$ cat src/rtl/can_bt_pkg.sv
package can_bt_pkg;
  typedef enum logic [1:0] {
    SEG_SYNC = 2'd0,
    SEG_TS1  = 2'd1,
    SEG_TS2  = 2'd2
  } seg_e;
endpackage

$ cat src/rtl/can_bt_prescaler.sv
module can_bt_prescaler #(
  parameter int DIV_W = 8
) (
  input  logic             clk,
  input  logic             rst,
  input  logic [DIV_W-1:0] div,
  output logic             tick
);
  logic [DIV_W-1:0] cnt_q;
  logic [DIV_W:0]   cnt_nxt;

  // a divide value of zero yields a tick every cycle
  assign cnt_nxt = {1'b0, cnt_q} + 1'b1;
  assign tick    = (cnt_nxt >= {1'b0, div});

  always_ff @(posedge clk) begin
    if (rst)       cnt_q <= '0;
    else if (tick) cnt_q <= '0;
    else           cnt_q <= cnt_q + 1'b1;
  end
endmodule

$ cat src/rtl/can_bt_edge.sv
module can_bt_edge #(
  parameter int STAGES = 2
) (
  input  logic clk,
  input  logic rst,
  input  logic tick,
  input  logic rx_in,
  output logic rx_lvl,
  output logic edge_det
);
  logic [STAGES-1:0] sync_q;
  logic              last_q;

  generate
    if (STAGES == 1) begin : g_one
      always_ff @(posedge clk) begin
        if (rst) sync_q <= '1;
        else     sync_q <= rx_in;
      end
    end else begin : g_chain
      always_ff @(posedge clk) begin
        if (rst) sync_q <= '1;
        else     sync_q <= {sync_q[STAGES-2:0], rx_in};
      end
    end
  endgenerate

  assign rx_lvl = sync_q[STAGES-1];

  // level seen at the previous quantum boundary
  always_ff @(posedge clk) begin
    if (rst)       last_q <= 1'b1;
    else if (tick) last_q <= rx_lvl;
  end

  assign edge_det = tick && (rx_lvl != last_q);
endmodule

$ cat src/rtl/can_bt_seq.sv
module can_bt_seq #(
  parameter int SEG_W = 4,
  parameter int SJW_W = 3
) (
  input  logic             clk,
  input  logic             rst,
  input  logic             tick,
  input  logic             edge_det,
  input  logic             rx_lvl,
  input  logic             bus_idle,
  input  logic [SEG_W-1:0] prop_len,
  input  logic [SEG_W-1:0] ps1_len,
  input  logic [SEG_W-1:0] ps2_len,
  input  logic [SJW_W-1:0] sjw_len,
  output logic             sample_stb,
  output logic             sample_bit,
  output logic             bit_start
);
  import can_bt_pkg::*;

  localparam int CNT_W = SEG_W + 2;

  seg_e             seg_q;
  logic [CNT_W-1:0] cnt_q;
  logic [CNT_W-1:0] t1_lim_q;
  logic             synced_q;

  logic [CNT_W-1:0] nom_t1, ps2_x, sjw_x, cnt_inc;
  logic [CNT_W-1:0] pos_adj, neg_err, neg_adj, t1_eff, cnt_skip;
  logic             hard_go, resync_go;

  always_comb begin
    nom_t1    = CNT_W'(prop_len) + CNT_W'(ps1_len);
    ps2_x     = CNT_W'(ps2_len);
    sjw_x     = CNT_W'(sjw_len);
    cnt_inc   = cnt_q + 1'b1;
    // positive error: quanta elapsed since the sync segment
    pos_adj   = (cnt_inc < sjw_x) ? cnt_inc : sjw_x;
    // negative error: quanta left in the bit, edge quantum included
    neg_err   = ps2_x - cnt_q;
    neg_adj   = (neg_err < sjw_x) ? neg_err : sjw_x;
    hard_go   = edge_det && bus_idle && !rx_lvl && !synced_q;
    resync_go = edge_det && !bus_idle && !synced_q;
    t1_eff    = resync_go ? (t1_lim_q + pos_adj) : t1_lim_q;
    cnt_skip  = cnt_inc + neg_adj;
  end

  always_ff @(posedge clk) begin
    if (rst) begin
      seg_q      <= SEG_SYNC;
      cnt_q      <= '0;
      t1_lim_q   <= '0;
      synced_q   <= 1'b0;
      sample_stb <= 1'b0;
      sample_bit <= 1'b0;
      bit_start  <= 1'b0;
    end else begin
      sample_stb <= 1'b0;
      bit_start  <= 1'b0;
      if (tick) begin
        if (hard_go) begin
          // the quantum just ended becomes the sync segment
          seg_q     <= SEG_TS1;
          cnt_q     <= '0;
          t1_lim_q  <= nom_t1;
          synced_q  <= 1'b1;
          bit_start <= 1'b1;
        end else begin
          unique case (seg_q)
            SEG_SYNC: begin
              seg_q     <= SEG_TS1;
              cnt_q     <= '0;
              t1_lim_q  <= nom_t1;
              synced_q  <= resync_go;
              bit_start <= 1'b1;
            end
            SEG_TS1: begin
              t1_lim_q <= t1_eff;
              if (resync_go) synced_q <= 1'b1;
              if (cnt_inc >= t1_eff) begin
                sample_stb <= 1'b1;
                sample_bit <= rx_lvl;
                seg_q      <= SEG_TS2;
                cnt_q      <= '0;
              end else begin
                cnt_q <= cnt_inc;
              end
            end
            SEG_TS2: begin
              if (resync_go) begin
                synced_q <= 1'b1;
                if (neg_adj == neg_err) begin
                  seg_q     <= SEG_TS1;
                  cnt_q     <= '0;
                  t1_lim_q  <= nom_t1;
                  bit_start <= 1'b1;
                end else if (cnt_skip >= ps2_x) begin
                  seg_q <= SEG_SYNC;
                  cnt_q <= '0;
                end else begin
                  cnt_q <= cnt_skip;
                end
              end else if (cnt_inc >= ps2_x) begin
                seg_q <= SEG_SYNC;
                cnt_q <= '0;
              end else begin
                cnt_q <= cnt_inc;
              end
            end
            default: begin
              seg_q <= SEG_SYNC;
              cnt_q <= '0;
            end
          endcase
        end
      end
    end
  end
endmodule

$ cat src/rtl/can_bit_sync.sv
module can_bit_sync #(
  parameter int DIV_W       = 8,
  parameter int SEG_W       = 4,
  parameter int SJW_W       = 3,
  parameter int SYNC_STAGES = 2
) (
  input  logic             clk,
  input  logic             rst,
  input  logic [DIV_W-1:0] tq_div,
  input  logic [SEG_W-1:0] prop_len,
  input  logic [SEG_W-1:0] ps1_len,
  input  logic [SEG_W-1:0] ps2_len,
  input  logic [SJW_W-1:0] sjw_len,
  input  logic             bus_idle,
  input  logic             rx_in,
  output logic             sample_stb,
  output logic             sample_bit,
  output logic             bit_start
);
  logic tq_tick;
  logic rx_lvl;
  logic edge_det;

  can_bt_prescaler #(.DIV_W(DIV_W)) u_pre (
    .clk  (clk),
    .rst  (rst),
    .div  (tq_div),
    .tick (tq_tick)
  );

  can_bt_edge #(.STAGES(SYNC_STAGES)) u_edge (
    .clk      (clk),
    .rst      (rst),
    .tick     (tq_tick),
    .rx_in    (rx_in),
    .rx_lvl   (rx_lvl),
    .edge_det (edge_det)
  );

  can_bt_seq #(.SEG_W(SEG_W), .SJW_W(SJW_W)) u_seq (
    .clk        (clk),
    .rst        (rst),
    .tick       (tq_tick),
    .edge_det   (edge_det),
    .rx_lvl     (rx_lvl),
    .bus_idle   (bus_idle),
    .prop_len   (prop_len),
    .ps1_len    (ps1_len),
    .ps2_len    (ps2_len),
    .sjw_len    (sjw_len),
    .sample_stb (sample_stb),
    .sample_bit (sample_bit),
    .bit_start  (bit_start)
  );
endmodule

$ cat config.mk
export PLATFORM = sky130hd
export DESIGN_NAME = can_bit_sync
export DESIGN_NICKNAME = d
export VERILOG_FILES = /design/src/rtl/can_bt_pkg.sv /design/src/rtl/can_bt_prescaler.sv /design/src/rtl/can_bt_edge.sv /design/src/rtl/can_bt_seq.sv /design/src/rtl/can_bit_sync.sv
export SDC_FILE = /design/constraint.sdc
export NUM_CORES = 1
export LEC_CHECK = 0
export BUFFER_PORTS_ARGS = -buffer_cell sky130_fd_sc_hd__buf_2
export CELL_PAD_IN_SITES_DETAIL_PLACEMENT = 0
export CELL_PAD_IN_SITES_GLOBAL_PLACEMENT = 1
export CORE_ASPECT_RATIO = 0.5
export CORE_UTILIZATION = 49
export DETAILED_ROUTE_END_ITERATION = 10
export GPL_TIMING_DRIVEN = 0
export HOLD_SLACK_MARGIN = 0.15
export PLACE_DENSITY_LB_ADDON = 0.1
export SLEW_MARGIN = 20
export SYNTH_ARGS = -nofsm -noshare
export SYNTH_HDL_FRONTEND = slang
export SYNTH_HIERARCHICAL = 1
export SYNTH_SLANG_ARGS = --single-unit
$ cat constraint.sdc
create_clock -name clk -period 11.1 [get_ports clk]
set_clock_uncertainty 0.05 [all_clocks]
set_input_delay 1.11 -clock clk [delete_from_list [all_inputs] [get_ports clk]]
set_output_delay 1.11 -clock clk [all_outputs]
set_load 0.01 [all_outputs]
; ---- After elaboration in Yosys (flattened, before gate mapping)
; Index checks and enable logic that the tools add are counted.
[op_classes]
n_addsub = 7
order_cmp = 6
eq_ne = 10
n_mux = 29
n_bitwise = 3
reduce_logical = 20
[op_table]
columns = operator, count
row1 = 6-bit 2-to-1 mux, 12
row2 = 6-bit one-hot mux with 3 select lines, 1
row3 = 6-bit adder, 2
row4 = 6-bit by 4-bit >= comparator with 1-bit output, 2
row5 = 6-bit by 3-bit < comparator with 1-bit output, 2
row6 = 2-bit 2-to-1 mux, 6
row7 = "3-bit by 1-bit inequality test with 1-bit output, second input constant", 4
row8 = 6-bit one-hot mux with 2 select lines, 1
row9 = 4-bit AND reduction, 3
row10 = "8-bit by 1-bit adder with 9-bit output, second input constant", 1
row11 = 9-bit by 8-bit >= comparator with 1-bit output, 1
row12 = "8-bit by 1-bit adder with 8-bit output, second input constant", 1
row13 = "6-bit by 1-bit adder with 6-bit output, second input constant", 1
row14 = 6-bit equality test, 1
row15 = 6-bit >= comparator, 1
row16 = 1-bit logical AND, 6
row17 = 1-bit 2-to-1 mux, 6
row18 = 2-bit one-hot mux with 3 select lines, 1
row19 = 2-bit OR reduction, 3
row20 = 4-bit by 6-bit subtractor with 6-bit output, 1
row21 = 4-bit by 4-bit adder with 5-bit output, 1
row22 = "5-bit by 4-bit inequality test with 1-bit output, second input constant", 1
row23 = "4-bit by 1-bit inequality test with 1-bit output, second input constant", 1
row24 = 1-bit one-hot mux with 2 select lines, 2
row25 = other kinds (10), 14
[word_totals]
reg_bits = 29
inputBits = 27
out_inout_bits = 3
wordCells = 85

; ---- Longest topological paths before layout
; Gate-level depths: netlist of the first run.
[logic_depth]
depth_word = 10
mapped_depth = 23
depth_no_buf = 23

; ---- Cells and area by module
; The synthesis of the first run kept the hierarchy.
[modules_own_cells]
columns = module, instances, cells_each, area_per_inst_um2, seq_area_each_um2
row1 = can_bt_seq, 1, 290, 2431.1, 360.3
row2 = can_bt_prescaler, 1, 62, 560.5, 160.2
row3 = can_bt_edge, 1, 9, 102.6, 60.1

; ---- Worst setup path before layout of the first run
; No wires, ideal clock.
[synth_timing]
path_type = input-to-reg
start = in ps2_len[0]
end = reg u_seq.seg_q[0]
setup_ns = 0.092
arrival_ns = 4.851
required_ns = 10.958
path_slack_ns = 6.107
path_stages = 19
n_path_buf = 0
path_cell_list = inv_1 > ha_1 > inv_1 > fa_1 > xor2_1 > ha_1 > nor2b_1 > nor3_2 > mux2_2 > ha_1 > a21o_1 > a21oi_1 > xnor2_1 > ha_1 > o21ai_0 > o21ai_0 > nor3_4 > and2_2 > o32ai_1
[synth_between]
elab_chain_cells = 8
word_cells_on_any_way = 14
cone_classes = add/sub (2) / order compare (3) / eq/ne (3) / mux (5) / reduce/logical (1)
[synth_lines]
columns = element, line_no
row1 = from (decl), can_bit_sync.sv:12  ; input logic [SEG_W-1:0] ps2_len,
row2 = branches (longest 8 deep; another with 4-bit by 6-bit subtractor with 6-bit output), n/a
row3 = to (signal assigned), can_bt_seq.sv:63  ; seg_q <= SEG_TS1;
row4 = to (signal assigned), can_bt_seq.sv:71  ; seg_q <= SEG_TS1;
row5 = to (signal assigned), can_bt_seq.sv:93  ; seg_q <= SEG_TS1;
row6 = to (decl), can_bt_seq.sv:23  ; seg_e seg_q;
; Parallel ways; which one is timed is not known.
; A chain may end at the register's enable or synchronous reset.

; ---- Final worst setup path of the first run
[layout_timing]
start = reg u_pre.cnt_q[0]
end = reg u_seq.cnt_q[0]
[layout_between]
elab_chain_cells = 10
word_cells_on_any_way = 14
cone_classes = add/sub (1) / order compare (2) / mux (5) / reduce/logical (6)
[layout_lines]
columns = element, line_no
row1 = from (decl), can_bt_prescaler.sv:9  ; logic [DIV_W-1:0] cnt_q;
row2 = from (signal assigned), can_bt_prescaler.sv:19  ; else cnt_q <= cnt_q + 1'b1;
row3 = 8-bit by 1-bit adder with 9-bit output *, can_bt_prescaler.sv:13  ; assign cnt_nxt = {1'b0, cnt_q} + 1'b1;
row4 = named net u_pre.cnt_nxt[6], can_bt_prescaler.sv:10  ; logic [DIV_W:0] cnt_nxt;
row5 = 9-bit by 8-bit >= comparator with 1-bit output *, can_bt_prescaler.sv:14  ; assign tick = (cnt_nxt >= {1'b0, div});
row6 = named net tq_tick, can_bit_sync.sv:20  ; logic tq_tick;
row7 = 1-bit logical AND *, can_bt_edge.sv:36  ; assign edge_det = tick && (rx_lvl != last_q);
row8 = named net edge_det, can_bit_sync.sv:22  ; logic edge_det;
row9 = 1-bit logical AND (2 in a row), can_bt_seq.sv:43  ; resync_go = edge_det && !bus_idle && !synced_q;
row10 = 6-bit 2-to-1 mux, can_bt_seq.sv:44  ; t1_eff = resync_go ? (t1_lim_q + pos_adj) : t1_lim_q;
row11 = 6-bit >= comparator, can_bt_seq.sv:80  ; if (cnt_inc >= t1_eff) begin
row12 = 6-bit 2-to-1 mux, can_bt_seq.sv:80
row13 = 6-bit one-hot mux with 2 select lines, can_bt_seq.sv:69  ; unique case (seg_q)
row14 = 6-bit 2-to-1 mux *, can_bt_seq.sv:61  ; if (hard_go) begin
row15 = to (signal assigned), can_bt_seq.sv:86  ; cnt_q <= cnt_inc;
row16 = to (signal assigned), can_bt_seq.sv:101  ; cnt_q <= cnt_skip;
row17 = to (signal assigned), can_bt_seq.sv:107  ; cnt_q <= cnt_inc;
row18 = to (decl), can_bt_seq.sv:24  ; logic [CNT_W-1:0] cnt_q;
; Mark *: on every way through the listed nets, which the timed path passes. The rest lies on a longest branch.

==> flow_summary.ini, run 1 <==
[clock_network]
clk_latency_ps = 280
cts.sink_count = 29
clockRootBuffer = clkbuf_16
cts_tree = built
cts_resized = 0
clk_path_buf_depth = 2
htreeDepth = 2
cts_hold_buf = 0
cts_buffers = 5
post_cts_buffers = 0
clk_pin_slew_ps = 60

[timing]
hold_slack_ps = 367.8
finalSetupTns_ps = 0
final-max-slew-violation-count = 0
fin_crit_sh = 0.5251
fmax_mhz = 171.6
final_hold_viol_count = 0
tightestPinTransition_ps = 848.2
period_minus_slack_ps = 5829
grt_setup_unrepaired = false
maxSlewHeadroom = 0.4311
finalSetupViolCount = 0
setup_slack_ps = 5271

[grt]
grtUsageTotal = 0.2265
grt_pass1_wl_um = 11550
grt-ovfl-total = 0
grt_max_degree = 13
antenna_found_initial = 0
grt_pass1_vias = 2510

[critical_path]
reg2reg_slack_ps = 5270
crit_chain = ha_1, nand3_2, nor2_1, xor2_1, ha_1, and3_1, nand3_1, o21ai_1, or2_2, and2_1, nor3b_1, buf_2, o211ai_1, xor2_1, ha_1, and3_1, a211oi_1, a22o_1, a21boi_0, a221oi_2
crit_required_ps = 11240
crit_path_frequent_cell = ha_1
path_class = flop to flop
slowest_stage = a211oi_1
cp-end-kind = flop
arrival_ps = 5970
slowest_delay_ps = 720
worstSetupStartpointType = flop
crit_fanout = 10

[detailed_routing]
wl_met3_um = 224
detailroute.via_count = 2660
ant_nets = 0
routed_via_density = 5.440
drt_wl_total_um = 6923
wl_met2_um = 3165
highest-signal-layer = met4
drc = 0
initialDrtViolationCount = 98
first_pass_iters = 4
met1Wirelength_um = 3428
wl_per_cell_um = 14.16

[pwr]
power.total_uw = 344.7
leakage_uw = 0.001638
power.share.sequential = 0.312
ir_worst_vdd_mv = 0.04733
p_comb_frac = 0.169
p_int_uw = 261.1
switchingPower_uw = 83.61
power.density_mw_per_mm2 = 97.07
netSwitchingFraction = 0.2426
clkPwrFrac = 0.519

[floorplan]
die_w_um = 114.4
core_area_sq_mm = 0.006081
start_util = 0.5088
rows = 20
fp.dieH_um = 58.19
ioPinCount = 30
die_area_sq_mm = 0.006656

[place]
gp_congestion = 0.8341
preCtsSetupSlack_ps = 5054
numPortBuffers = 29
hpwl_um = 5563

[cells_and_area]
syn2layout_area_growth_pct = 14.76
drive_gt1_frac = 0.1895
final_common_cell = ha_1
mostFrequentLayoutCells = ha_1 (51), buf_2 (31), nand2_1 (30)
diodes = 0
fin_nets = 482

[min_path]
hp-class = flop to flop

[synthesis]
async_flop_share = 0
ys_ff_latch = 29
synth_area_sq_mm = 0.003094
dominantRegCellSynth = dfxtp_1
syn_inst = 361
synthDistinctLibCells = 67
synth-edff-count = 0
avgSynthCellArea_sq_um = 8.571
ys_seq_area_frac = 0.1876
yosys_warnings = 6

[run_status]
outcome = complete, no violations

[run]
maxCapViolCount = 0
-- cell type report --
type	instances	area [sq um]
Fill cell	568	2530
Multi-Input combinational cell	299	2384
Sequential cell	29	580.6
Timing Repair Buffer	29	145.1
Clock buffer	5	125.1
Inverter	30	112.6
Tap cell	88	110.1
Clock inverter	3	65.06
Buffer	6	28.78
-- power groups by stage --
stage	sequential, uW	clock, uW	combinational [uW]
detailed placement	110	0	58.2
finish	107	179	58.3
CTS	107	181	58.7
global placement	110	0	55.1
global route	108	186	66.7
floorplan	109	0	42.1
-- logic make-up (layout without fill, tap and decap cells) --
logic type | count (synthesis) | in the layout | synth area share
AND/OR/NAND/NOR | 126 | 126 | 0.2345
buffers and inverters | 36 | 73 | 0.04569
flip-flops | 29 | 29 | 0.1876
other | 1 | 4 | 0.001212
adder cells (fa/ha/maj) | 55 | 55 | 0.2321
AO/OA/AOI/OAI | 75 | 75 | 0.1755
XOR/XNOR | 25 | 25 | 0.07319
multiplexers | 14 | 14 | 0.05014
-- sequential cells by signal, indices dropped and copies added, names as in the netlist --
signal,flops
u_seq/bit_start,1
u_seq/seg_q,2
u_seq/cnt_q,6
u_seq/sample_bit,1
u_seq/sample_stb,1
u_seq/t1_lim_q,6
u_edge/last_q,1
u_edge/sync_q,2
u_seq/synced_q,1
u_pre/cnt_q,8
-- worst max-delay path, delay by kind of cell (launching register included) --
kind,cells,cell delay [ps]
AO/OA/AOI/OAI,6,2250
XOR/XNOR,2,300
adder cells (fa/ha/maj),3,840
buffers and inverters,1,350
flip-flops,1,390
AND/OR/NAND/NOR,8,1510
-- Yosys cell counts (all sizes together) (4+ instances only) --
cell	n	area, sq um
ha	51	638.1
nand2	30	112.6
dfxtp	29	580.6
inv	29	108.9
nor2	23	86.33
o21ai	19	110.1
nand3	15	90.09
xnor2	15	131.4
a21oi	13	65.06
nand2b	10	62.56
xor2	10	95.10
a21o	9	67.56
nor2b	9	56.30
nor3	9	61.31
mux2i	8	80.08
a211oi	6	45.04
mux2	6	75.07
a31oi	5	31.28
and2	5	32.53
or2	5	31.28
fa	4	80.08
-- layer usage --
layer | global-route usage | up-vias
li1 | - | 1369
met4 | 0.06865 | 0
met1 | 0.2857 | 1231
met2 | 0.3983 | 50
met3 | 0.04289 | 10
met5 | 0 | -
-- stage by stage --
| stage | area (sq um) | util | cells |
|---|---|---|---|
| global placement | 3361 | 0.5527 | 481 |
| floorplan | 3105 | - | 364 |
| finish | 3551 | 0.5840 | 489 |
| global route | 3551 | 0.5840 | 489 |
| CTS | 3551 | 0.5840 | 489 |
| detailed placement | 3361 | 0.5527 | 481 |
-- path summary, 6_finish.rpt --
check	to	depth (start not counted)	startpoint
setup / recovery	u_seq/cnt_q[0]$_SDFFE_PP0P_	20	u_pre/cnt_q[0]$_SDFF_PP0_
hold / removal	u_edge/sync_q[1]$_SDFF_PP1_	1	u_edge/sync_q[0]$_SDFF_PP1_
setup reg to reg	u_seq/cnt_q[0]$_SDFFE_PP0P_	20	u_pre/cnt_q[0]$_SDFF_PP0_
hold reg to reg	u_edge/sync_q[1]$_SDFF_PP1_	1	u_edge/sync_q[0]$_SDFF_PP1_
(Power assumes the default switching activity.)
==> run 2: changes to the inputs <==
- CORE_UTILIZATION: 49 -> 41
- clock period: 11.1 -> 4.9 ns (I/O delays scaled with it)
==> flow_summary.ini, run 2 (synthesis results as in run 1) <==
[min_path]
hold_end = u_edge/sync_q[0]$_SDFF_PP1_
whs_path_depth = 2
hp-start = rx_in
hp-class = primary input to flop

[run_status]
violations = DRC
outcome = complete, but fails checks

[floorplan]
rows = 21
start_util = 0.4427
ioPinCount = 30
core_area_sq_mm = 0.006989
die_area_sq_mm = 0.007920
fp.dieH_um = 63.43
die_w_um = 124.9

[cells_and_area]
diodes = 0
fillers = 680
fin_util = 0.5294
drive_gt1_frac = 0.2463
largest_reg_flops = 8
multi_input_area_sq_mm = 0.002469
reg_top3 = u_pre/cnt_q x8, u_seq/cnt_q x6, u_seq/t1_lim_q x6
fin_nets = 491
final_common_cell = ha_1
mostFrequentLayoutCells = ha_1 (49), buf_2 (30), nand2_1 (30)
syn2layout_area_growth_pct = 19.57
seqCellArea_sq_um = 586.8
regMostFlops = u_pre/cnt_q

[clock_network]
cts_hold_buf = 0
htreeDepth = 2
clk_latency_ps = 270
clk_path_buf_depth = 2
clk_pin_slew_ps = 50
cts.sink_count = 29
cts_tree = built
cts_buffers = 5
clockRootBuffer = clkbuf_16

[critical_path]
slowest_stage = dfxtp_4
path_class = flop to flop
crit_fanout = 10
r2r_end = u_seq/cnt_q[0]$_SDFFE_PP0P_
rr_startpoint = u_seq/cnt_q[0]$_SDFFE_PP0P_
crit_required_ps = 5030
worstSetupStartpointType = flop
reg2reg_slack_ps = 230
r2r_cells = 19
cp-end-kind = flop
crit_path_frequent_cell = ha_1
slowest_delay_ps = 390
crit_chain = ha_2, and2b_2, or2_4, ha_1, a211oi_1, nand2_1, mux2_4, ha_1, a21o_1, a21oi_2, o21ai_0, o211ai_1, xor2_1, ha_1, and3_1, a211oi_4, a22o_4, a21boi_0, a221oi_2
arrival_ps = 4800

[grt]
grt-ovfl-total = 0
grt_max_degree = 13
grt_pass1_vias = 2647
use_met2 = 0.3329
grtUsageTotal = 0.1999
met1_usage = 0.2780
met3_usage = 0.03059
antenna_found_initial = 0
grt_pass1_wl_um = 12610
gr-max-usage-layer = met2

[place]
gp_congestion = 0.8359
hpwl_um = 5909
numPortBuffers = 29

[timing]
finalSetupTns_ps = 0
finalSetupViolCount = 0
final-max-slew-violation-count = 0
final_hold_viol_count = 0
fmax_mhz = 214.2
maxSlewHeadroom = 0.6014
period_minus_slack_ps = 4669
fin_crit_sh = 0.9528
tightestPinTransition_ps = 592.8

[detailed_routing]
initialDrtViolationCount = 110
drt_wl_total_um = 7441
drc = 6
wl_per_cell_um = 14.82
detailroute.via_count = 2720
routed_via_density = 5.418
ant_nets = 0
first_pass_iters = 8

[pwr]
power.share.sequential = 0.325
leakage_uw = 0.001684
p_int_uw = 559.6
netSwitchingFraction = 0.2525
p_comb_frac = 0.190
clkPwrFrac = 0.485
power.total_uw = 748.6
power.density_mw_per_mm2 = 202.3
ir_worst_vdd_mv = 0.1184
switchingPower_uw = 189.0

[run]
maxCapViolCount = 0
[run 2: repair_timing]
action / CTS / global route
pin swaps: 1 / 12
resized for setup: 11 / 17
setup buffers: 2 / 7
endpoints found under the setup margin: 10 / 9
[run 2: metal layers]
layer / up-vias / wire, um
met5: - / 0
met4: 0 / 58
met3: 8 / 326
met2: 73 / 3227
met1: 1262 / 3828
li1: 1377 / -
[run 2: per-stage QoR]
step	cell area, sq um	setup WS [ps]	cells	hold WS [ps]
floorplan	3105	252.8	364	339.5
global route	3700	-7.536	502	346.8
detailed placement	3366	-968.7	485	362.7
CTS	3598	51.15	495	349.3
global placement	3366	-824.2	485	346.9
finish	3700	231.3	502	353.4
[run 2: how the worst max path moves through the flow]
| stage | from | endpoint | cells past startpoint |
|---|---|---|---|
| 2_1_floorplan | u_seq/cnt_q[0]$_SDFFE_PP0P_ | u_seq/cnt_q[0]$_SDFFE_PP0P_ | 19 |
| 5_1_grt | u_seq/cnt_q[0]$_SDFFE_PP0P_ | u_seq/cnt_q[0]$_SDFFE_PP0P_ | 21 |
| 6_report | u_seq/cnt_q[0]$_SDFFE_PP0P_ | u_seq/cnt_q[0]$_SDFFE_PP0P_ | 19 |
| 3_3_place_gp | u_pre/cnt_q[0]$_SDFF_PP0_ | u_seq/cnt_q[0]$_SDFFE_PP0P_ | 20 |
| 4_1_cts | u_pre/cnt_q[0]$_SDFF_PP0_ | u_seq/seg_q[0]$_SDFFE_PP0P_ | 20 |
| 3_5_place_dp | u_pre/cnt_q[0]$_SDFF_PP0_ | u_seq/cnt_q[0]$_SDFFE_PP0P_ | 20 |
[run 2: area by class of cell]
type | count | area share
well taps | 92 | 0.03111
plain buffers | 6 | 0.008455
multi-input cells | 299 | 0.6672
clock inverters | 1 | 0.008116
inverters | 30 | 0.03044
repair buffers | 38 | 0.05749
clock buffers | 7 | 0.03855
flip-flops and latches | 29 | 0.1586
[run 2: worst max-delay path: cells and delay by family (launching register included)]
kind                     cells  cell delay (ps)
AO/OA/AOI/OAI                9             1660
adder cells (fa/ha/maj)      4             1050
AND/OR/NAND/NOR              4              820
flip-flops                   1              390
multiplexers                 1              380
XOR/XNOR                     1              220
[run 2: power groups by stage]
| stage | clock network (uW) | logic, uW | registers [uW] |
|---|---|---|---|
| 6_report | 363 | 142 | 243 |
| 5_1_grt | 377 | 162 | 244 |
| 4_1_cts | 370 | 138 | 244 |
| 3_5_place_dp | 0 | 133 | 249 |
| 3_3_place_gp | 0 | 129 | 248 |
| 2_1_floorplan | 0 | 95.4 | 248 |
==> run 3: changes to the inputs <==
- ABC_AREA: unset -> 1
- CORE_UTILIZATION: 41 -> 40
==> flow_summary.ini, run 3 <==
[run_status]
outcome = complete, no violations

[clock_network]
cts_hold_buf = 0
htreeDepth = 2
clk_latency_ps = 270
clk_path_buf_depth = 2
cts.sink_count = 29
clk_pin_slew_ps = 50
cts_tree = built
cts_buffers = 5
clockRootBuffer = clkbuf_16

[floorplan]
die_w_um = 128.2
die_area_sq_mm = 0.008340
ioPinCount = 30
rows = 22
core_area_sq_mm = 0.007515
start_util = 0.4236
fp.dieH_um = 65.08

[synthesis]
yosys-top-cells-count = nand2_1 (97), inv_1 (81), ha_1 (51)
ys_ff_latch = 29
synthDistinctLibCells = 48
ys_seq_area_frac = 0.1824
synth.most_common_cell = nand2_1
synth_area_leaders = ha_1 (20%), dfxtp_1 (18%), nand2_1 (11%), inv_1 (9.6%), a21oi_1 (4.6%)
synth_area_leader_cell = ha_1
synth-edff-count = 0
yosys_warnings = 6
syn_inst = 451
dominantRegCellSynth = dfxtp_1
synthDominantCellAreaShare = 0.2005
synth_area_sq_mm = 0.003183
avgSynthCellArea_sq_um = 7.058
async_flop_share = 0

[cells_and_area]
diodes = 0
final_common_cell = nand2_1
drive_gt1_frac = 0.2154
regMostFlops = u_pre/cnt_q
final_area_sq_mm = 0.003874
syn2layout_area_growth_pct = 21.70
largest_reg_flops = 8
reg_top3 = u_pre/cnt_q x8, u_seq/cnt_q x6, u_seq/t1_lim_q x6
mostFrequentLayoutCells = nand2_1 (96), inv_1 (80), ha_1 (47)
fin_nets = 589
fillers = 792

[detailed_routing]
initialDrtViolationCount = 137
routed_via_density = 4.738
first_pass_iters = 4
drt_wl_total_um = 7051
wl_per_cell_um = 11.48
ant_nets = 0
detailroute.via_count = 2909
drc = 0

[pwr]
power.share.sequential = 0.360
p_int_uw = 487.7
switchingPower_uw = 192.4
ir_worst_vdd_mv = 0.1104
clkPwrFrac = 0.406
p_comb_frac = 0.234
power.density_mw_per_mm2 = 175.6
netSwitchingFraction = 0.2829
leakage_uw = 0.001933

[critical_path]
cp-end-kind = flop
crit_start = u_seq/cnt_q[0]$_SDFFE_PP0P_
endpoint = u_seq/seg_q[0]$_SDFFE_PP0P_
r2r_end = u_seq/seg_q[0]$_SDFFE_PP0P_
slowest_delay_ps = 400
path_class = flop to flop
crit_fanout = 6
slowest_stage = fa_1
worstSetupStartpointType = flop
crit_required_ps = 4990
r2r_cells = 29
rr_startpoint = u_seq/cnt_q[0]$_SDFFE_PP0P_
reg2reg_slack_ps = 330
arrival_ps = 4660

[timing]
tightestPinTransition_ps = 532.1
period_minus_slack_ps = 4567
finalSetupViolCount = 0
fin_crit_sh = 0.9321
final-max-slew-violation-count = 0
setup_slack_ps = 333.0
final_hold_viol_count = 0
maxSlewHeadroom = 0.6453
fmax_mhz = 219.0

[place]
preCtsSetupSlack_ps = -579.6
numPortBuffers = 29
hpwl_um = 5740
gp_congestion = 0.8327
place_area_sq_mm = 0.003475

[grt]
grt_pass1_vias = 2647
grtUsageTotal = 0.1865
grt_pass1_wl_um = 12080
grt-ovfl-total = 0
antenna_found_initial = 0
grt_max_degree = 11

[run]
maxCapViolCount = 0

[min_path]
hp-class = primary input to flop
[run 3: cell families (layout without fill, tap and decap cells)]
kind of cell,count (synthesis),after routing,share of synthesized area
AO/OA/AOI/OAI,69,69,0.1333
adder cells (fa/ha/maj),55,55,0.2256
AND/OR/NAND/NOR,195,195,0.3090
buffers and inverters,87,139,0.1026
flip-flops,29,29,0.1824
other,1,4,0.001178
XOR/XNOR,15,15,0.04599
[run 3: power groups by stage]
stage	registers (uW)	logic, uW	clock network (uW)
2_1_floorplan	250	108	0
3_3_place_gp	251	148	0
3_5_place_dp	251	149	0
4_1_cts	246	153	286
5_1_grt	245	184	294
6_report	245	159	276
[run 3: worst min path at each step]
stage	from	end	slack (ps)	cells after the start
floorplan	u_edge/sync_q[0]$_SDFF_PP1_	u_edge/sync_q[1]$_SDFF_PP1_	330	1
global placement	u_edge/sync_q[0]$_SDFF_PP1_	u_edge/sync_q[1]$_SDFF_PP1_	340	1
detailed placement	u_edge/sync_q[0]$_SDFF_PP1_	u_edge/sync_q[1]$_SDFF_PP1_	340	1
CTS	rx_in	u_edge/sync_q[0]$_SDFF_PP1_	340	2
global route	rx_in	u_edge/sync_q[0]$_SDFF_PP1_	370	2
finish	rx_in	u_edge/sync_q[0]$_SDFF_PP1_	350	2
[run 3: layout make-up]
cell class                      count  area (sq um)  share of cell area
Sequential cell                    29         590.6              0.1525
Clock inverter                      1         5.005            0.001292
Inverter                           86         322.8             0.08333
Clock buffer                        5         125.1             0.03230
Multi-Input combinational cell    338          2419              0.6244
Timing Repair Buffer               46         272.8             0.07041
Tap cell                          108         135.1             0.03488
Buffer                              1         3.754           0.0009690
[run 3: timing repair]
action / 4_1_cts / 5_1_grt
pin swaps: 2 / 10
gates resized for setup: 7 / 25
buffers inserted: 5 / 12
setup endpoints to repair: 10 / 10
[run 3: through the flow]
step	hold WS (ps)	cells	total power (uW)	utilization	TNS [ps]
floorplan	333.2	454	358.2	-	0
global placement	342.7	591	399.1	0.4624	-5153
detailed placement	339.2	591	400.3	0.4624	-4862
CTS	344.4	602	685.9	0.4910	0
global route	368.0	614	724.2	0.5155	-17.03
finish	347.8	614	680.1	0.5155	0
[run 3: worst max-delay path, delay by kind of cell (launching register included)]
kind / cells / cell delay (ps)
AND/OR/NAND/NOR: 11 / 910
AO/OA/AOI/OAI: 7 / 1220
buffers and inverters: 6 / 630
flip-flops: 1 / 390
adder cells (fa/ha/maj): 4 / 1050
XOR/XNOR: 1 / 180
[run 3: layer usage]
metal,GRT usage,part of all wire,up-vias
li1,-,-,1564
met1,0.2595,0.54,1292
met2,0.3030,0.41,49
met3,0.02808,0.038,4
met4,0.04412,0.0078,0
met5,0,0,-
